===== src/rtl/stdp_pkg.sv =====
// Package: shared definitions for the stochastic binary learning core.
// Assumes learning control bit positions are fixed by the port contract.
package stdp_pkg;
    // Position of the potentiation allow bit in learn_ctl.
    localparam int LTP_BIT = 0;
    // Position of the depression allow bit in learn_ctl.
    localparam int LTD_BIT = 1;

    // Decoded view of the two-bit learning control.
    typedef struct packed {
        logic ltd_allow;
        logic ltp_allow;
    } learn_ctl_t;
endpackage


===== src/rtl/stdp_recency.sv =====
// Module: per-input recency timers.
// Each timer loads the window length on a spike and counts down to zero.
// An input is reported recent while its timer is nonzero or while it spikes
// in the current cycle. Assumes win_len is stable except between tests.
module stdp_recency #(
    parameter int N_IN  = 64,
    parameter int WIN_W = 6
) (
    input  logic              clk,
    input  logic              rst_n,
    input  logic [N_IN-1:0]   in_spike,
    input  logic [WIN_W-1:0]  win_len,
    output logic [N_IN-1:0]   recent
);
    for (genvar i = 0; i < N_IN; i++) begin : g_timer
        logic [WIN_W-1:0] tmr_q;

        // Load on spike, otherwise count down and hold at zero.
        always_ff @(posedge clk) begin
            if (!rst_n)
                tmr_q <= '0;
            else if (in_spike[i])
                tmr_q <= win_len;
            else if (tmr_q != '0)
                tmr_q <= tmr_q - 1'b1;
        end

        assign recent[i] = in_spike[i] | (tmr_q != '0);

        AST_TIMER_LOAD: assert property (@(posedge clk) disable iff (!rst_n)
            in_spike[i] |=> (tmr_q == $past(win_len)));
        AST_TIMER_DRAIN: assert property (@(posedge clk) disable iff (!rst_n)
            (!in_spike[i] && tmr_q == '0) |=> (tmr_q == '0));
    end
endmodule


===== src/rtl/stdp_lif_neuron.sv =====
// Module: leaky integrate-and-fire neuron with refractory hold.
// The fire decision is combinational from the current potential and the
// active synapse count, so the learning update can share the firing edge.
// Assumes CNT_W <= POT_W so the sum fits in POT_W+1 bits.
module stdp_lif_neuron #(
    parameter int POT_W = 10,
    parameter int CNT_W = 8,
    parameter int REF_W = 6
) (
    input  logic              clk,
    input  logic              rst_n,
    input  logic [CNT_W-1:0]  active_cnt,
    input  logic [POT_W-1:0]  leak,
    input  logic [POT_W-1:0]  threshold,
    input  logic [REF_W-1:0]  refr_len,
    output logic              fire,
    output logic [POT_W-1:0]  membrane,
    output logic              spike_out
);
    localparam int SUM_W = POT_W + 1;

    logic [POT_W-1:0] pot_q;
    logic [REF_W-1:0] ref_q;
    logic             spike_q;
    logic [SUM_W-1:0] sum_c;
    logic [SUM_W-1:0] leaked_c;
    logic [POT_W-1:0] next_pot_c;
    logic             in_refr_c;

    // Add active count, subtract leak with floor at zero, cap at maximum.
    always_comb begin
        sum_c      = {1'b0, pot_q} + SUM_W'(active_cnt);
        leaked_c   = (sum_c > SUM_W'(leak)) ? (sum_c - SUM_W'(leak)) : '0;
        next_pot_c = leaked_c[POT_W] ? '1 : leaked_c[POT_W-1:0];
        in_refr_c  = (ref_q != '0);
        fire       = !in_refr_c && (next_pot_c >= threshold);
    end

    // Potential, refractory counter and spike register.
    always_ff @(posedge clk) begin
        if (!rst_n) begin
            pot_q   <= '0;
            ref_q   <= '0;
            spike_q <= 1'b0;
        end else if (in_refr_c) begin
            pot_q   <= '0;
            ref_q   <= ref_q - 1'b1;
            spike_q <= 1'b0;
        end else if (fire) begin
            pot_q   <= '0;
            ref_q   <= refr_len;
            spike_q <= 1'b1;
        end else begin
            pot_q   <= next_pot_c;
            spike_q <= 1'b0;
        end
    end

    assign membrane  = pot_q;
    assign spike_out = spike_q;

    AST_REFR_QUIET: assert property (@(posedge clk) disable iff (!rst_n)
        (ref_q != '0) |=> (pot_q == '0 && !spike_q));
    AST_FIRE_RESETS: assert property (@(posedge clk) disable iff (!rst_n)
        fire |=> (spike_q && pot_q == '0));
    AST_SPIKE_ONE_WIDE: assert property (@(posedge clk) disable iff (!rst_n)
        spike_q |=> !spike_q || $past(refr_len) == '0);
endmodule


===== src/rtl/stdp_syn_array.sv =====
// Module: one-bit synapse bank with stochastic set/clear on output firing.
// Synapse j is fed by input j/FANOUT. Also produces the count of conducting
// synapses whose input spikes this cycle. Assumes enables are already random.
module stdp_syn_array
    import stdp_pkg::*;
#(
    parameter int N_IN   = 64,
    parameter int FANOUT = 3,
    parameter int N_SYN  = N_IN * FANOUT,
    parameter int CNT_W  = 8,
    parameter logic [N_SYN-1:0] W_RESET = '1
) (
    input  logic              clk,
    input  logic              rst_n,
    input  logic [N_IN-1:0]   in_spike,
    input  logic [N_IN-1:0]   recent,
    input  logic [N_SYN-1:0]  ltp_en,
    input  logic [N_SYN-1:0]  ltd_en,
    input  learn_ctl_t        ctl,
    input  logic              fire,
    output logic [N_SYN-1:0]  weights,
    output logic [CNT_W-1:0]  active_cnt
);
    logic [N_SYN-1:0] w_q;
    logic [N_SYN-1:0] rec_syn;
    logic [N_SYN-1:0] hit;

    for (genvar j = 0; j < N_SYN; j++) begin : g_syn
        localparam int SRC = j / FANOUT;

        assign rec_syn[j] = recent[SRC];
        assign hit[j]     = w_q[j] & in_spike[SRC];

        // Gated random set for recent inputs, gated random clear otherwise.
        always_ff @(posedge clk) begin
            if (!rst_n)
                w_q[j] <= W_RESET[j];
            else if (fire) begin
                if (rec_syn[j]) begin
                    if (ltp_en[j] && ctl.ltp_allow)
                        w_q[j] <= 1'b1;
                end else if (ltd_en[j] && ctl.ltd_allow)
                    w_q[j] <= 1'b0;
            end
        end
    end

    // Count conducting synapses whose input spikes this cycle.
    always_comb begin
        active_cnt = '0;
        for (int j = 0; j < N_SYN; j++)
            active_cnt = active_cnt + CNT_W'(hit[j]);
    end

    assign weights = w_q;

    AST_HOLD_NO_FIRE: assert property (@(posedge clk) disable iff (!rst_n)
        !fire |=> $stable(w_q));
    AST_NO_SET_STALE: assert property (@(posedge clk) disable iff (!rst_n)
        fire |=> ((w_q & ~$past(w_q) & ~$past(rec_syn)) == '0));
    AST_NO_CLEAR_RECENT: assert property (@(posedge clk) disable iff (!rst_n)
        fire |=> ((~w_q & $past(w_q) & $past(rec_syn)) == '0));
endmodule


===== src/rtl/stdp_core.sv =====
// Module: top of the stochastic binary learning core.
// Wires recency timers, synapse bank and output neuron. Learning happens
// on the same edge that registers the output spike. Assumes configuration
// inputs are held steady while spikes are applied.
module stdp_core
    import stdp_pkg::*;
#(
    parameter int N_IN   = 64,
    parameter int FANOUT = 3,
    parameter int WIN_W  = 6,
    parameter int POT_W  = 10,
    parameter int REF_W  = 6,
    parameter logic [N_IN*FANOUT-1:0] W_RESET = '1
) (
    input  logic                    clk,
    input  logic                    rst_n,
    input  logic [N_IN-1:0]         in_spike,
    input  logic [N_IN*FANOUT-1:0]  ltp_en,
    input  logic [N_IN*FANOUT-1:0]  ltd_en,
    input  logic [1:0]              learn_ctl,
    input  logic [WIN_W-1:0]        win_len,
    input  logic [POT_W-1:0]        threshold,
    input  logic [POT_W-1:0]        leak,
    input  logic [REF_W-1:0]        refr_len,
    output logic [N_IN*FANOUT-1:0]  weights,
    output logic [POT_W-1:0]        membrane,
    output logic                    out_spike
);
    localparam int N_SYN = N_IN * FANOUT;
    localparam int CNT_W = $clog2(N_SYN + 1);

    logic [N_IN-1:0]  recent;
    logic [CNT_W-1:0] active_cnt;
    logic             fire;
    learn_ctl_t       ctl;

    assign ctl.ltp_allow = learn_ctl[LTP_BIT];
    assign ctl.ltd_allow = learn_ctl[LTD_BIT];

    stdp_recency #(
        .N_IN  (N_IN),
        .WIN_W (WIN_W)
    ) u_recency (
        .clk      (clk),
        .rst_n    (rst_n),
        .in_spike (in_spike),
        .win_len  (win_len),
        .recent   (recent)
    );

    stdp_syn_array #(
        .N_IN    (N_IN),
        .FANOUT  (FANOUT),
        .N_SYN   (N_SYN),
        .CNT_W   (CNT_W),
        .W_RESET (W_RESET)
    ) u_syn (
        .clk        (clk),
        .rst_n      (rst_n),
        .in_spike   (in_spike),
        .recent     (recent),
        .ltp_en     (ltp_en),
        .ltd_en     (ltd_en),
        .ctl        (ctl),
        .fire       (fire),
        .weights    (weights),
        .active_cnt (active_cnt)
    );

    stdp_lif_neuron #(
        .POT_W (POT_W),
        .CNT_W (CNT_W),
        .REF_W (REF_W)
    ) u_neuron (
        .clk        (clk),
        .rst_n      (rst_n),
        .active_cnt (active_cnt),
        .leak       (leak),
        .threshold  (threshold),
        .refr_len   (refr_len),
        .fire       (fire),
        .membrane   (membrane),
        .spike_out  (out_spike)
    );

    AST_RESET_STATE: assert property (@(posedge clk)
        !rst_n |=> (weights == W_RESET && membrane == '0 && !out_spike));
endmodule


===== config.mk =====
export PLATFORM = sky130hd
export DESIGN_NAME = stdp_core
export DESIGN_NICKNAME = d
export VERILOG_FILES = /design/src/rtl/stdp_pkg.sv /design/src/rtl/stdp_recency.sv /design/src/rtl/stdp_lif_neuron.sv /design/src/rtl/stdp_syn_array.sv /design/src/rtl/stdp_core.sv
export SDC_FILE = /design/constraint.sdc
export NUM_CORES = 2
export LEC_CHECK = 0
export BUFFER_PORTS_ARGS = -buffer_cell sky130_fd_sc_hd__buf_2
export CORE_MARGIN = 1
export CORE_UTILIZATION = 30
export DETAILED_ROUTE_END_ITERATION = 8
export SKIP_CTS_REPAIR_TIMING = 1
export SLEW_MARGIN = 20
export SYNTH_ARGS = -nofsm -noshare
export SYNTH_HDL_FRONTEND = slang
export SYNTH_SLANG_ARGS = --single-unit

===== constraint.sdc =====
create_clock -name clk -period 31.9 [get_ports clk]
set_clock_uncertainty 0.1 [all_clocks]
set_input_delay 1.595 -clock clk [delete_from_list [all_inputs] [get_ports clk]]
set_output_delay 1.595 -clock clk [all_outputs]
set_load 0.1 [all_outputs]

Yosys cells after proc, flatten, opt, wreduce, memory -nomap -nowiden
Index checks and enable logic that the tools add are counted.

storage, ports and cells
  register bits after elaboration = 593

operators by class
  add/sub/neg operators = 258
  magnitude comparators = 2
  equality and inequality tests = 192
  muxes and demuxes = 709
  bitwise logic cells = 257
  reductions and logical operators = 902

operator list
  kind                                               count
  adder 8 x 1 -> 8 bit                               190
  two-way mux 6 bit                                  130
  two-way mux 1 bit                                  577
  AND reduction 3 bit                                192
  nonzero test 2 bit                                 257
  nonzero test 6 bit                                 65
  subtractor 6 x 1 -> 6 bit (second input constant)  65
  logical AND 1 bit                                  385
  != test 2 x 1 -> 1 bit (second input constant)     192
  bitwise AND 1 bit                                  192
  bitwise OR 1 bit                                   64
  adder 10 x 8 -> 11 bit                             1
  greater-than comparator 11 x 10 -> 1 bit           1
  two-way mux 11 bit                                 1
  subtractor 11 x 10 -> 11 bit                       1
  >= comparator 10 bit                               1
  two-way mux 10 bit                                 1
  OR reduction 3 bit                                 1
  adder 1 x 1 -> 2 bit                               1
  OR reduction 2 bit                                 1
  logical NOT 1 bit                                  1
  inverter 1 bit                                     1

Depth between registers and ports, before layout
  word-level depth = 200
  mapped depth = 52

Cells and area by module
A second synthesis with hierarchy kept.

second synthesis, totals
  cell total of the unflattened synthesis = 4,686
  area total of the unflattened synthesis = 39,070.0 µm²

by module, submodules not included
  module           instances  cells each  area an instance (µm²)  seq. area each (µm²)
  stdp_recency     1          2,816       23,268.6                7,687.4
  stdp_syn_array   1          1,617       13,694.4                3,843.7
  stdp_lif_neuron  1          253         2,107.0                 340.3

Worst setup path after synthesis
No wires, ideal clock.

  kind = input to register
  start point = in in_spike[58]
  end point = reg u_neuron.pot_q[8], in the netlist u_neuron.membrane[8]
  setup time = 88 ps
  arrival = 13,405 ps
  required time = 31,712 ps
  slack = 18,307 ps
  stages = 45
  cell sequence = clkbuf_1 clkbuf_1 nand2_1 fa_1 fa_1 fa_1 inv_1 fa_1 fa_1 inv_1 fa_1 fa_1 inv_1 fa_1 inv_1 fa_1 fa_1 fa_1 [9 not listed] o21a_1 a21oi_1 xnor2_1 ha_1 or2_2 o31a_1 a31oi_1 xor2_2 buf_4 a21oi_1 ha_1 a21oi_1 o21ai_0 a221oi_1 o21bai_1 or3_1 buf_4 a311oi_2

on the way
  cells in the longest elaborated chain, start to end = 26
  elaborated cells on any way between the ends = 29
  those cells by class = add/sub: 20; order compare: 2; mux: 2; bitwise: 3; reduce/logical: 2

RTL lines
  element                                                                                   line                   RTL
  start, declared                                                                           stdp_core.sv:17        input logic [N_IN-1:0] in_spike,
  bitwise AND 1 bit                                                                         stdp_syn_array.sv:32   assign hit[j] = w_q[j] & in_spike[SRC];
  adder 8 x 1 -> 8 bit (2 in a row)                                                         stdp_syn_array.sv:52   active_cnt = active_cnt + CNT_W'(hit[j]);
  adder 8 x 1 -> 8 bit (*) (16 in a row)                                                    stdp_syn_array.sv:52
  adder 10 x 8 -> 11 bit (*)                                                                stdp_lif_neuron.sv:32  sum_c = {1'b0, pot_q} + SUM_W'(active_cnt);
  subtractor 11 x 10 -> 11 bit or greater-than comparator 11 x 10 -> 1 bit (tied branches)  stdp_lif_neuron.sv:33  leaked_c = (sum_c > SUM_W'(leak)) ? (sum_c - SUM_W'(leak)) : '0;
  two-way mux 11 bit (*)                                                                    stdp_lif_neuron.sv:33
  two-way mux 10 bit (*)                                                                    stdp_lif_neuron.sv:34  next_pot_c = leaked_c[POT_W] ? '1 : leaked_c[POT_W-1:0];
  net u_neuron.next_pot_c[2]                                                                stdp_lif_neuron.sv:27  logic [POT_W-1:0] next_pot_c;
  >= comparator 10 bit (*)                                                                  stdp_lif_neuron.sv:36  fire = !in_refr_c && (next_pot_c >= threshold);
  logical AND 1 bit (*)                                                                     stdp_lif_neuron.sv:36
  OR reduction 3 bit (no line) (*)                                                          -
  end signal, assigned                                                                      stdp_lif_neuron.sv:54  pot_q <= next_pot_c;
  end, declared                                                                             stdp_lif_neuron.sv:22  logic [POT_W-1:0] pot_q;

Mark *: on every way through the listed nets, which the timed path passes. The rest lies on a longest branch.
A chain may end at the register's enable or synchronous reset.

Final worst setup path
  start point = in in_spike[20]
  end point = reg u_syn.w_q[18], in the netlist u_syn.weights[18]

on the way
  cells in the longest elaborated chain, start to end = 140
  elaborated cells on any way between the ends = 143
  those cells by class = add/sub: 134; order compare: 2; mux: 2; bitwise: 3; reduce/logical: 2

RTL lines
  element                                                                                   line                   RTL
  bitwise AND 1 bit                                                                         stdp_syn_array.sv:32
  adder 8 x 1 -> 8 bit (2 in a row)                                                         stdp_syn_array.sv:52
  adder 8 x 1 -> 8 bit (*) (130 in a row)                                                   stdp_syn_array.sv:52
  adder 10 x 8 -> 11 bit (*)                                                                stdp_lif_neuron.sv:32
  subtractor 11 x 10 -> 11 bit or greater-than comparator 11 x 10 -> 1 bit (tied branches)  stdp_lif_neuron.sv:33
  two-way mux 11 bit (*)                                                                    stdp_lif_neuron.sv:33
  two-way mux 10 bit (*)                                                                    stdp_lif_neuron.sv:34
  net u_neuron.next_pot_c[7]                                                                stdp_lif_neuron.sv:27
  >= comparator 10 bit (*)                                                                  stdp_lif_neuron.sv:36
  logical AND 1 bit (*)                                                                     stdp_lif_neuron.sv:36
  AND reduction 3 bit (no line) (*)                                                         -
  end signal, assigned by index                                                             stdp_syn_array.sv:37   w_q[j] <= W_RESET[j];
  end, declared                                                                             stdp_syn_array.sv:24   logic [N_SYN-1:0] w_q;

Marked as above.

==> impl_metrics.csv <==
group,metric,value,unit
outcome,status,"complete, no violations",
synth,synthXorXnorAreaFrac,5.37,%
floorplanning,num_rows,128,
synth,postSynthAreaPerCell,8.37,um2
drt,wl_met1,62.2,mm
drt,top_layer,"met5",
placement,portBuffers,686,
sta,setup_viol,0,
setup_path,arrival,15.56,ns
synth,synth_cell_types,58,
sta,layout_setup_ws,16.77,ns
drt,dr_wl_met3,8.27,mm
finish,synthToLayoutAreaGrowth,19.1,%
global_routing,grt-ovfl-total,0,
cts,cts_root_buf,"clkbuf_16",
synth,synth_most_common_cell,"dfxtp_1",
sta,setup_tns,0,ns
setup_path,startpoint_type,"input port",
synth,synthCells,4441,
setup_path,criticalPathCategory,"in -> reg",
global_routing,grt_pass1_vias,31332,
finish,fill_cells,12679,
sta,max_freq,66.1,MHz
setup_path,cpMostUsedCell,"fa_1",
min_path,hp-class,"reg -> reg",
sta,fin_crit,15.13,ns
placement,gp_congestion,0.882,
floorplanning,die_y,354,um
setup_path,cp_slowest_cell,"buf_4",
synth,ys_seq_area_share,31.9,%
drt,num_vias,32884,
cts,cts_buffer_depth,3,
sta,tightest_slew,1.18,ns
floorplanning,die_area,125000,um2
drt,vias_per_cell,4.95,
synth,yosys.area_share.adder,14.0,%
cts,tritoncts,"built",
synth,ys_top_cells_by_count,"dfxtp_1, nor2_1, nand2_1",
drt,drc_errors,0,
synth,synth_top_family_by_area,"simple AND/OR/NAND/NOR gates",
global_routing,grt_pass1_wl,206,mm
setup_path,critPathTopFamily,"adder cells",
global_routing,grt_usage,22.0,%
synth,synth.area.mux_share,3.02,%
cts,cts_made_buffers,76,
setup_path,critPathCaptureType,"flip-flop",
finish,finalNetCount,5735,
drt,drtAntennaViolNets,0,
synth,synth_area_leaders,"dfxtp_1, fa_1, nor2_1",
floorplanning,io-pin-count,687,
setup_path,crit_required,32.33,ns
run,max_cap_violations,0,
synth,yosys_warnings,0,
sta,finalMaxSlewViolations,0,
floorplanning,start_util,30.4,%
synth,yosysTopAreaCellShare,31.9,%
drt,drt_iter0_markers,2328,
sta,max_slew_margin,21.6,%
placement,dp_hpwl,109,mm
synth,synth_compound_area_share,16.1,%
synth,syn-num-nets,5232,
global_routing,antenna_found_initial,25,
floorplanning,die_x,354,um
setup_path,timing.critical_path.fanout_max,76,
synth,synthSimpleGateAreaFrac,23.1,%
synth,synth_edf_count,0,
cts,cts_sinks,593,
drt,route.met2.wl,67.7,mm
placement,dp_slack,16.14,ns
floorplanning,core_region_area,122000,um2
synth,ys_ff_latch,593,
setup_path,critPathBufInv,9,
synth,synth_top_flop_cell,"dfxtp_1",
cts,htreeDepth,3,
synth,synthArstFlopShare,0,%
drt,wl_per_cell,21.4,um
drt,drt_pass1_iterations,6,
sta,rsz0062_at_grt,"false",
drt,drt-total-wl,142,mm
global_routing,grt_max_degree,119,
synth,synth_area,37200,um2
finish,multiInputGateArea,22900,um2
finish,drive_gt1_share,16.6,%
finish,seq_area,11900,um2
cts,cts.clk_slew.worst_paths,0.06,ns
sta,period_share,47.4,%
cts,clk_latency,0.66,ns
sta,hold_viol_final,0,
setup_path,max_stage_delay,0.79,ns
synth,synth_top_area_cell,"dfxtp_1",
## state kept, by name, indices dropped and copies added (netlist names)
register                 count
u_recency.g_timer.tmr_q    384
u_syn.weights              192
u_neuron.membrane           10
u_neuron.ref_q               6
u_neuron.spike_out           1
## layer usage
| metal | global-route usage (%) | up-vias |
|---|---|---|
| li1 | - | 15906 |
| met1 | 28.5 | 15831 |
| met2 | 37.3 | 939 |
| met3 | 4.16 | 192 |
| met4 | 5.83 | 16 |
| met5 | 0 | - |
## cell families (layout without fill, tap and decap cells)
group	Yosys count	in the layout
DFF	593	593
other	0	12
and+or+nand+nor	1757	1757
buffers and inverters	637	1201
AOI/OAI and AO/OA	808	808
adders and majority gates	307	307
xor gates and xnor gates	227	227
muxes	112	112
## per-stage QoR
stage	utilization, %	cells	instance area, um2	hold slack [ns]
6_report	36.2	6642	44300	0.424
4_1_cts	36.2	6630	44200	0.425
3_5_place_dp	34.1	6491	41700	0.404
2_1_floorplan	-	4441	37200	0.424
3_3_place_gp	34.1	6491	41700	0.402
5_1_grt	36.2	6634	44300	0.446
## final cells by class
| type | instances | share of cell area [%] |
|---|---|---|
| Multi-Input combinational cell | 3211 | 51.7 |
| Sequential cell | 593 | 26.8 |
| Timing Repair Buffer | 702 | 8.11 |
| Clock buffer | 115 | 5.11 |
| Tap cell | 1625 | 4.59 |
| Inverter | 360 | 3.07 |
| Clock inverter | 24 | 0.548 |
| Antenna cell | 12 | 0.0678 |
## placed cells by master (no fill, tap or decap), types with 4 or more instances in the layout
cell type	Yosys	routed
buf_2	43	679
dfxtp_1	593	593
nor2_1	489	489
nand2_1	466	466
inv_1	359	359
a21oi_1	274	274
nand2b_1	196	196
fa_1	180	180
xnor2_1	147	147
ha_1	127	127
a2bb2o_1	125	125
nor2b_1	124	124
nor3_1	123	123
or3_1	117	117
a22oi_1	112	112
mux2i_1	112	112
and2_1	93	93
xor2_1	79	79
clkbuf_16	0	79
a211oi_1	57	57
a211o_1	57	57
nor3b_1	55	55
o211a_1	54	54
nand3b_1	49	49
a32o_1	29	29
o21ai_0	28	28
nand3_1	23	23
clkbuf_1	228	21
buf_4	2	21
a32oi_1	20	20
a221o_1	17	17
clkbuf_8	0	15
diode_2	0	12
clkinv_2	0	10
nor4_1	7	7
clkinvlp_4	0	7
a21o_1	6	6
a31oi_1	6	6
and3_1	4	4
## path summary, 6_finish.rpt
path                                         start                  to  slack, ns  cells past startpoint
worst max-delay path                  in_spike[20]   u_syn.weights[18]      16.77                     46
worst min-delay path            u_syn.weights[103]  u_syn.weights[103]       0.42                      1
worst max register to register  u_syn.weights[106]   u_syn.weights[18]      17.63                     42
worst min register to register  u_syn.weights[103]  u_syn.weights[103]       0.42                      1
Power is not shown: default switching activity piles up to over one toggle a cycle in this logic, so the estimate is an artifact.
